==> config.mk <==
export PLATFORM = sky130hd
export DESIGN_NAME = pwm_aq_stage
export DESIGN_NICKNAME = d
export VERILOG_FILES = /design/src/rtl/pwm_aq_pkg.sv /design/src/rtl/pwm_aq_rst_sync.sv /design/src/rtl/pwm_aq_cmp_reg.sv /design/src/rtl/pwm_aq_event_det.sv /design/src/rtl/pwm_aq_out_chan.sv /design/src/rtl/pwm_aq_stage.sv
export SDC_FILE = /design/constraint.sdc
export NUM_CORES = 1
export LEC_CHECK = 0
export ABC_AREA = 1
export BUFFER_PORTS_ARGS = -buffer_cell sky130_fd_sc_hd__buf_2
export CAP_MARGIN = 20
export CELL_PAD_IN_SITES_DETAIL_PLACEMENT = 1
export CELL_PAD_IN_SITES_GLOBAL_PLACEMENT = 1
export CORE_MARGIN = 2
export CORE_UTILIZATION = 39
export DETAILED_ROUTE_END_ITERATION = 10
export GPL_TIMING_DRIVEN = 0
export PLACE_DENSITY = 0.92
export REMOVE_ABC_BUFFERS = 1
export SETUP_SLACK_MARGIN = 0.15
export SLEW_MARGIN = 20
export SYNTH_ARGS = -nofsm -noshare
export SYNTH_HDL_FRONTEND = slang
export SYNTH_SLANG_ARGS = --single-unit
==> constraint.sdc <==
create_clock -name clk -period 5.5 [get_ports clk]
set_input_delay 0.825 -clock clk [delete_from_list [all_inputs] [get_ports clk]]
set_output_delay 0.825 -clock clk [all_outputs]
set_load 0.05 [all_outputs]
==> src/rtl/pwm_aq_pkg.sv <==
package pwm_aq_pkg;

  // action code per event
  typedef enum logic [1:0] {
    ACT_NONE   = 2'd0,
    ACT_LOW    = 2'd1,
    ACT_HIGH   = 2'd2,
    ACT_TOGGLE = 2'd3
  } aq_act_e;

  // shadow load moment
  typedef enum logic [1:0] {
    LD_ZERO   = 2'd0,
    LD_PRD    = 2'd1,
    LD_EITHER = 2'd2,
    LD_FREEZE = 2'd3
  } ld_sel_e;

  // continuous force code
  typedef enum logic [1:0] {
    FRC_OFF  = 2'd0,
    FRC_LOW  = 2'd1,
    FRC_HIGH = 2'd2,
    FRC_RSVD = 2'd3
  } frc_e;

  localparam int NUM_CMP      = 2;
  localparam int NUM_EV       = NUM_CMP + 1;   // zero, cmp A, cmp B (rising rank)
  localparam int FIELD_STRIDE = 4;             // event i field at bits 4i+1:4i
  localparam int ACT_W        = 12;
  localparam int FRC_W        = 2 * NUM_CMP;

  typedef logic [NUM_EV-1:0] ev_vec_t;

  function automatic logic [ACT_W-1:0] used_act_mask();
    logic [ACT_W-1:0] m;
    m = '0;
    for (int i = 0; i < NUM_EV; i++) begin
      m[i*FIELD_STRIDE +: 2] = 2'b11;
    end
    return m;
  endfunction

  function automatic logic apply_action(aq_act_e code, logic cur);
    logic res;
    case (code)
      ACT_LOW:    res = 1'b0;
      ACT_HIGH:   res = 1'b1;
      ACT_TOGGLE: res = ~cur;
      default:    res = cur;
    endcase
    return res;
  endfunction

endpackage

==> src/rtl/pwm_aq_rst_sync.sv <==
module pwm_aq_rst_sync #(
  parameter int STAGES = 2
) (
  input  logic clk,
  input  logic rst_n,
  output logic rst_sync_n
);

  logic [STAGES-1:0] sync_q;
  logic [STAGES-1:0] sync_nxt;

  always_comb begin
    sync_nxt = {sync_q[STAGES-2:0], 1'b1};
  end

  always_ff @(posedge clk or negedge rst_n) begin
    if (!rst_n) begin
      sync_q <= '0;
    end else begin
      sync_q <= sync_nxt;
    end
  end

  assign rst_sync_n = sync_q[STAGES-1];

endmodule

==> src/rtl/pwm_aq_cmp_reg.sv <==
module pwm_aq_cmp_reg
  import pwm_aq_pkg::*;
#(
  parameter int CNT_W = 16
) (
  input  logic             clk,
  input  logic             rst_n,
  input  logic             wr_en,
  input  logic [CNT_W-1:0] wr_data,
  input  logic             shadow_en,
  input  logic [1:0]       load_sel,
  input  logic             cnt_zero,
  input  logic             cnt_prd,
  output logic [CNT_W-1:0] cmp_active
);

  ld_sel_e          sel;
  logic             moment_hit;
  logic             load_hit;
  logic             sh_en;
  logic             act_en;
  logic [CNT_W-1:0] sh_q;
  logic [CNT_W-1:0] sh_nxt;
  logic [CNT_W-1:0] act_q;
  logic [CNT_W-1:0] act_nxt;

  assign sel = ld_sel_e'(load_sel);

  always_comb begin
    case (sel)
      LD_ZERO:   moment_hit = cnt_zero;
      LD_PRD:    moment_hit = cnt_prd;
      LD_EITHER: moment_hit = cnt_zero | cnt_prd;
      default:   moment_hit = 1'b0;
    endcase
  end

  // staged copy follows every write; active copy takes write or staged data
  always_comb begin
    load_hit = shadow_en & moment_hit;
    sh_en    = wr_en;
    sh_nxt   = wr_data;
    act_en   = (wr_en & ~shadow_en) | load_hit;
    act_nxt  = shadow_en ? sh_q : wr_data;
  end

  always_ff @(posedge clk or negedge rst_n) begin
    if (!rst_n) begin
      sh_q <= '0;
    end else if (sh_en) begin
      sh_q <= sh_nxt;
    end
  end

  always_ff @(posedge clk or negedge rst_n) begin
    if (!rst_n) begin
      act_q <= '0;
    end else if (act_en) begin
      act_q <= act_nxt;
    end
  end

  assign cmp_active = act_q;

endmodule

==> src/rtl/pwm_aq_event_det.sv <==
module pwm_aq_event_det
  import pwm_aq_pkg::*;
#(
  parameter int CNT_W = 16
) (
  input  logic                           cnt_zero,
  input  logic                           cnt_up,
  input  logic [CNT_W-1:0]               cnt_val,
  input  logic [NUM_CMP-1:0][CNT_W-1:0]  cmp_act,
  output ev_vec_t                        ev
);

  logic [NUM_CMP-1:0] match;

  for (genvar g = 0; g < NUM_CMP; g++) begin : g_match
    assign match[g] = cnt_up & (cnt_val == cmp_act[g]);
  end

  assign ev = {match, cnt_zero};

endmodule

==> src/rtl/pwm_aq_out_chan.sv <==
module pwm_aq_out_chan
  import pwm_aq_pkg::*;
(
  input  logic             clk,
  input  logic             rst_n,
  input  ev_vec_t          ev,
  input  logic [ACT_W-1:0] act_cfg,
  input  logic [1:0]       force_sel,
  output logic             pwm
);

  localparam logic [ACT_W-1:0] USED_MASK = used_act_mask();

  aq_act_e codes [NUM_EV];
  aq_act_e win_code;
  logic    win_hit;
  frc_e    frc;
  logic    frc_on;
  logic    frc_lvl;
  logic    upd_en;
  logic    pwm_q;
  logic    pwm_nxt;
  logic    unused_rsvd_bits;

  for (genvar g = 0; g < NUM_EV; g++) begin : g_field
    assign codes[g] = aq_act_e'(act_cfg[g*FIELD_STRIDE +: 2]);
  end

  assign unused_rsvd_bits = ^(act_cfg & ~USED_MASK);

  // ascending scan: a higher-ranked event with a nonzero code wins
  always_comb begin
    win_code = ACT_NONE;
    win_hit  = 1'b0;
    for (int i = 0; i < NUM_EV; i++) begin
      if (ev[i] && (codes[i] != ACT_NONE)) begin
        win_code = codes[i];
        win_hit  = 1'b1;
      end
    end
  end

  always_comb begin
    frc = frc_e'(force_sel);
    case (frc)
      FRC_LOW:  begin frc_on = 1'b1; frc_lvl = 1'b0; end
      FRC_HIGH: begin frc_on = 1'b1; frc_lvl = 1'b1; end
      default:  begin frc_on = 1'b0; frc_lvl = 1'b0; end
    endcase
  end

  always_comb begin
    upd_en  = win_hit | frc_on;
    pwm_nxt = frc_on ? frc_lvl : apply_action(win_code, pwm_q);
  end

  always_ff @(posedge clk or negedge rst_n) begin
    if (!rst_n) begin
      pwm_q <= 1'b0;
    end else if (upd_en) begin
      pwm_q <= pwm_nxt;
    end
  end

  assign pwm = pwm_q;

endmodule

==> src/rtl/pwm_aq_stage.sv <==
module pwm_aq_stage
  import pwm_aq_pkg::*;
#(
  parameter int CNT_W    = 16,
  parameter int SYNC_STG = 2
) (
  input  logic             clk,
  input  logic             rst_n,
  input  logic [CNT_W-1:0] cnt_val,
  input  logic             cnt_zero,
  input  logic             cnt_prd,
  input  logic             cnt_up,
  input  logic             cmpa_wr,
  input  logic [CNT_W-1:0] cmpa_wdata,
  input  logic             cmpb_wr,
  input  logic [CNT_W-1:0] cmpb_wdata,
  input  logic             cmpa_shadow_en,
  input  logic [1:0]       cmpa_load_sel,
  input  logic             cmpb_shadow_en,
  input  logic [1:0]       cmpb_load_sel,
  input  logic [ACT_W-1:0] act_a_cfg,
  input  logic [ACT_W-1:0] act_b_cfg,
  input  logic [FRC_W-1:0] force_cfg,
  output logic             pwm_a,
  output logic             pwm_b,
  output logic [CNT_W-1:0] cmpa_active,
  output logic [CNT_W-1:0] cmpb_active
);

  logic                          rst_sync_n;
  logic [NUM_CMP-1:0]            wr_v;
  logic [NUM_CMP-1:0][CNT_W-1:0] wdata_v;
  logic [NUM_CMP-1:0]            shadow_v;
  logic [NUM_CMP-1:0][1:0]       ldsel_v;
  logic [NUM_CMP-1:0][CNT_W-1:0] cmp_act_v;
  logic [NUM_CMP-1:0][ACT_W-1:0] act_v;
  logic [NUM_CMP-1:0]            pwm_v;
  ev_vec_t                       ev;

  assign wr_v     = {cmpb_wr, cmpa_wr};
  assign wdata_v  = {cmpb_wdata, cmpa_wdata};
  assign shadow_v = {cmpb_shadow_en, cmpa_shadow_en};
  assign ldsel_v  = {cmpb_load_sel, cmpa_load_sel};
  assign act_v    = {act_b_cfg, act_a_cfg};

  pwm_aq_rst_sync #(.STAGES(SYNC_STG)) i_rst_sync (
    .clk        (clk),
    .rst_n      (rst_n),
    .rst_sync_n (rst_sync_n)
  );

  for (genvar g = 0; g < NUM_CMP; g++) begin : g_ch
    pwm_aq_cmp_reg #(.CNT_W(CNT_W)) i_cmp (
      .clk        (clk),
      .rst_n      (rst_sync_n),
      .wr_en      (wr_v[g]),
      .wr_data    (wdata_v[g]),
      .shadow_en  (shadow_v[g]),
      .load_sel   (ldsel_v[g]),
      .cnt_zero   (cnt_zero),
      .cnt_prd    (cnt_prd),
      .cmp_active (cmp_act_v[g])
    );

    pwm_aq_out_chan i_out (
      .clk       (clk),
      .rst_n     (rst_sync_n),
      .ev        (ev),
      .act_cfg   (act_v[g]),
      .force_sel (force_cfg[2*g +: 2]),
      .pwm       (pwm_v[g])
    );
  end

  pwm_aq_event_det #(.CNT_W(CNT_W)) i_evt (
    .cnt_zero (cnt_zero),
    .cnt_up   (cnt_up),
    .cnt_val  (cnt_val),
    .cmp_act  (cmp_act_v),
    .ev       (ev)
  );

  assign pwm_a       = pwm_v[0];
  assign pwm_b       = pwm_v[1];
  assign cmpa_active = cmp_act_v[0];
  assign cmpb_active = cmp_act_v[1];

endmodule

# Word level (Yosys, flattened, before mapping)
# Cells that the tools add are included.
[totals] word_cells=82 reg_bits=68 output_inout_bits=34
[classes] eq_ne=16 n_reduce_logical=20 n_mux=24 bitwise=15
[op_table] op="equality test 16 bit" n=2
[op_table] op="2-to-1 mux 16 bit" n=2
[op_table] op="equality test 2 bit (second input constant)" n=8
[op_table] op="equality test 2 x 1 -> 1 bit (second input constant)" n=6
[op_table] op="2-to-1 mux 1 bit" n=12
[op_table] op="2-to-1 mux 2 bit" n=6
[op_table] op="one-hot mux 1 bit (3 select lines)" n=4
[op_table] op="nonzero test 2 bit" n=6
[op_table] op="nonzero test 4 bit" n=2
[op_table] op="bitwise AND 1 bit" n=6
[op_table] op="logical AND 1 bit" n=6
[op_table] op="OR 1 bit" n=5
[op_table] op="zero test 2 bit" n=2
[op_table] op="NOT 1 bit" n=4
[op_table] op="AND reduction 2 bit" n=2
[op_table] op="OR reduction 2 bit" n=2

# Longest topological paths before layout
[logic_depth] depth_word=8 depth_mapped=19 ltp_nobuf=19

# By module
# A second synthesis with hierarchy kept.
[hier_totals] cells_unflattened=569 hier_area_um2=3970.1
[modules_own_cells] mod="pwm_aq_cmp_reg" cells_each=180 instances=2 area_each_um2=1447.6
[modules_own_cells] mod="pwm_aq_event_det" cells_each=128 instances=1 area_each_um2=543.0
[modules_own_cells] mod="pwm_aq_out_chan" cells_each=39 instances=2 area_each_um2=239.0
[modules_own_cells] mod="pwm_aq_rst_sync" cells_each=3 instances=1 area_each_um2=53.8

# Worst setup path after synthesis
# Ideal clock, no wire load.
[synth_path] path_kind="input to register" from="input cnt_val[0]" to="register g_ch[0].i_out.pwm_q" arrival_time_ns=2.259 required_time_ns=5.380 cell_stages=18 path_slack_ns=3.120 cell_sequence="inv_1 -> nand2_1 -> nand2_1 -> nor2_1 -> nand3b_1 -> nor2_1 -> nand3_1 -> o21bai_2 -> nand2_1 -> nand2_1 -> nand2_1 -> ha_1 -> inv_1 -> nor2_1 -> o21ai_0 -> o21ai_0 -> nand3_1 -> nand2_1"
[synth_between] elab_chain_cells=8
[synth_rtl] element="start, declared" line="pwm_aq_stage.sv:9" source="input logic [CNT_W-1:0] cnt_val,"
[synth_rtl] element="equality test 16 bit" line="pwm_aq_event_det.sv:16" source="assign match[g] = cnt_up & (cnt_val == cmp_act[g]);"
[synth_rtl] element="bitwise AND 1 bit" line="pwm_aq_event_det.sv:16"
[synth_rtl] element="logical AND 1 bit" line="pwm_aq_out_chan.sv:36" source="if (ev[i] && (codes[i] != ACT_NONE)) begin"
[synth_rtl] element="2-to-1 mux 2 bit (2 in series)" line="pwm_aq_out_chan.sv:36"
[synth_rtl] element="equality test 2 bit / equality test 2 x 1 -> 1 bit (equally long branches)" line="pwm_aq_pkg.sv:46" source="case (code)"
[synth_rtl] element="one-hot mux 1 bit (3 select lines) / nonzero test 4 bit (equally long branches)"
[synth_rtl] element="2-to-1 mux 1 bit / AND reduction 2 bit (equally long branches)"
[synth_rtl] element="end signal, assigned" line="pwm_aq_out_chan.sv:61" source="pwm_q <= pwm_nxt;"
[synth_rtl] element="end, declared" line="pwm_aq_out_chan.sv:21" source="logic pwm_q;"
# Parallel ways exist; a longest one is shown, timed or not.
# A chain may end at the register's enable or synchronous reset.

# Worst setup path in the final report
[layout_path] from="input cnt_val[2]" to="register g_ch[0].i_out.pwm_q"
# Same word-level chain as after synthesis.

==> qor.yml <==
outcome: "finished clean"
layout_common_cells: "nand2_1, buf_2, inv_1, o21ai_0, dfrtp_1"
fin_crit_ps: 2659
io_buffers: 110
grt_max_degree: 42
seq_area_frac_synth_pct: 41.48
cts_resized: 0
synth_area_mm2: 0.004103
p_sw_uw: 584.0
worst_slack_ps: 2841
nNetsFinal: 794
fp.dieW_um: 106.6
layout_commonest_cell: "nand2_1"
hold_buffers: 0
netlist_instances: 598
cts_tree: "done"
hold_viol: 0
die-area_mm2: 0.01136
dr.pass1.iters: 4
synth_compound_area_share_pct: 15.16
io_pins: 123
antenna_found_initial: 0
dp_hpwl_um: 10400
switching_share_pct: 40.72
totalWireLength_um: 12910
rsz0062_at_grt: "no"
critPathMaxFanout: 4
cts_root_buf: "clkbuf_8"
fin_area_mm2: 0.004902
final_util_pct: 47.70
post_cts_buffers: 0
place_congestion: 0.9233
clkPwrFrac_pct: 23.9
ant_nets: 0
worst_pin_slew_ps: 588.4
period_share_pct: 48.35
end_kind: "flip-flop"
slew_headroom_pct: 60.77
cp-startpoint: "cnt_val[2]"
dr.first_iter.drc_count: 194
start_util_pct: 39.92
synth_seq_cells: 68
layoutNonFillerInstCount: 838
layout-drive-gt1-share_pct: 19.23
cts_sinks: 68
power_density_mw_per_mm2: 292.5
dp.cells: 824
clock.fmax_ghz: 0.3760
synth_area_per_cell_um2: 6.861
rr_startpoint: "g_ch[1].i_cmp.cmp_active[2]"
drc: 0
synthXorXnorAreaFrac_pct: 0.8539
p_comb_share_pct: 33.5
row_count: 37
synth.distinct_cells: 29
arrival_ps: 2910
wl_per_cell_um: 15.40
path_class: "input pin to flip-flop"
grt_pass1_vias: 4620
pre_cts_slack_ps: 2550
synth.mux.area_fraction_pct: 0
fin_skew_ps: 7.015
maxSlewViolCount: 0
antennaDiodeCount: 0
leakage_nw: 2.681
h-tree-depth: 3
cts_buffer_depth: 2
ir_drop_v: 0.0001956
synthToLayoutAreaGrowth_pct: 19.49
min_path_type: "input pin to asynchronous set/reset pin"
crit_required_ps: 5750
cts-buffers-inserted: 9
totalNegativeSetupSlack_ps: 0
internal_power_uw: 850.0
viasPerCell: 5.035
fp.coreArea_mm2: 0.01028
pwr-share-seq_pct: 42.6
synth-adder-area-share_pct: 1.830
ys_warn_count: 0
clkTransAtPathRegs_ps: 70
clk_latency_ps: 350
die_h_um: 106.6
maxCapViolations: 0
yosys.area_share.simple_pct: 30.07
route.vias.total: 4219
setup_viol: 0
grt-ovfl-total: 0
synth_top_family_by_area: "simple AND/OR/NAND/NOR gates"
grtUsageTotal_pct: 24.28
grt_pass1_wl_um: 21740
critPathLaunchType: "input pin"
dpl_cell_area_mm2: 0.004753
==> worst max-delay path: stages <==
cell and delay [ps]:
buf_2 130, xnor2_1 340, nand3_1 120, nor2_1 280, nand4_1 250, nor2_1 160, a21oi_1 70, ha_1 210
inv_1 100, nor2_1 40, o21ai_0 120, o21ai_0 100, nand3_1 90, nand2_1 60
==> kinds of logic (layout without fill, tap and decap cells) <==
kind of cell	after synthesis	in the layout
adders and majority gates	6	6
AOI/OAI and AO/OA	112	112
other	1	1
and+or+nand+nor	296	296
xor gates and xnor gates	4	4
DFF	68	68
buffers and inverters	111	215
==> through the flow <==
| step | power [mW] | hold slack (ps) |
|---|---|---|
| floorplan | 0.9316 | 331.2 |
| global placement | 1.079 | 337.5 |
| detailed placement | 1.101 | 259.8 |
| CTS | 1.452 | 227.9 |
| global route | 1.526 | 224.0 |
| finish | 1.434 | 246.0 |
==> cells in the mapped netlist (all sizes together) <==
library cell / number / area [µm²]
nand2: 190 / 720.7
inv: 90 / 337.8
o21ai: 71 / 355.3
dfrtp: 68 / 1702
nor2: 53 / 201.5
a21oi: 20 / 100.1
nand3: 18 / 90.09
nand4: 18 / 112.6
o211ai: 16 / 120.1
clkbuf: 15 / 56.30
buf: 6 / 37.53
ha: 6 / 75.07
or2: 6 / 37.53
xnor2: 4 / 35.03
nor3: 3 / 15.01
nor3b: 3 / 22.52
nand3b: 2 / 15.01
o21a: 2 / 17.52
o221ai: 2 / 17.52
and2: 1 / 6.260
and3: 1 / 6.260
conb: 1 / 3.750
nor4: 1 / 6.260
o21bai: 1 / 11.26
==> path summary, 6_finish.rpt <==
path | to | slack [ps] | cells after the start
setup / recovery | g_ch[0].i_out.pwm | 2840 | 14
hold / removal | i_rst_sync.sync_q[1] | 250 | 1
max in group asynchronous | g_ch[0].i_cmp.cmp_active[7] | 4710 | 1
setup reg to reg | g_ch[0].i_out.pwm | 3040 | 13
hold reg to reg | g_ch[1].i_cmp.sh_q[5] | 250 | 0
min in group clk | i_rst_sync.sync_q[1] | 370 | 0
==> registers in the layout (all words and copies together) (netlist names) <==
signal and cells:
g_ch.i_cmp.cmp_active 32, g_ch.i_out.pwm 2, i_rst_sync.sync_q 2, g_ch.i_cmp.sh_q 32
==> power groups by stage <==
stage | clock [mW] | combinational [mW] | sequential (mW)
3_5_place_dp | 0 | 0.480 | 0.621
3_3_place_gp | 0 | 0.457 | 0.622
6_report | 0.343 | 0.480 | 0.610
4_1_cts | 0.358 | 0.483 | 0.612
2_1_floorplan | 0 | 0.183 | 0.749
5_1_grt | 0.376 | 0.532 | 0.618
==> layout make-up <==
type	instances	area, µm²
timing repair buffer	111	570.5
clock buffer	11	131.4
multi-input combinational	419	1969
inverter	90	337.8
tap	136	170.2
sequential	68	1705
fill	1404	5375
clock inverter	3	17.52
==> routing by layer <==
metal | vias to the layer above | global-route usage, % | wire [µm]
li1 | 2091 | - | -
met1 | 1992 | 29.71 | 5689
met2 | 110 | 42.08 | 6192
met3 | 26 | 5.457 | 747
met4 | 0 | 8.163 | 277
met5 | - | 0 | 0
Power figures use the tool's default switching activity.
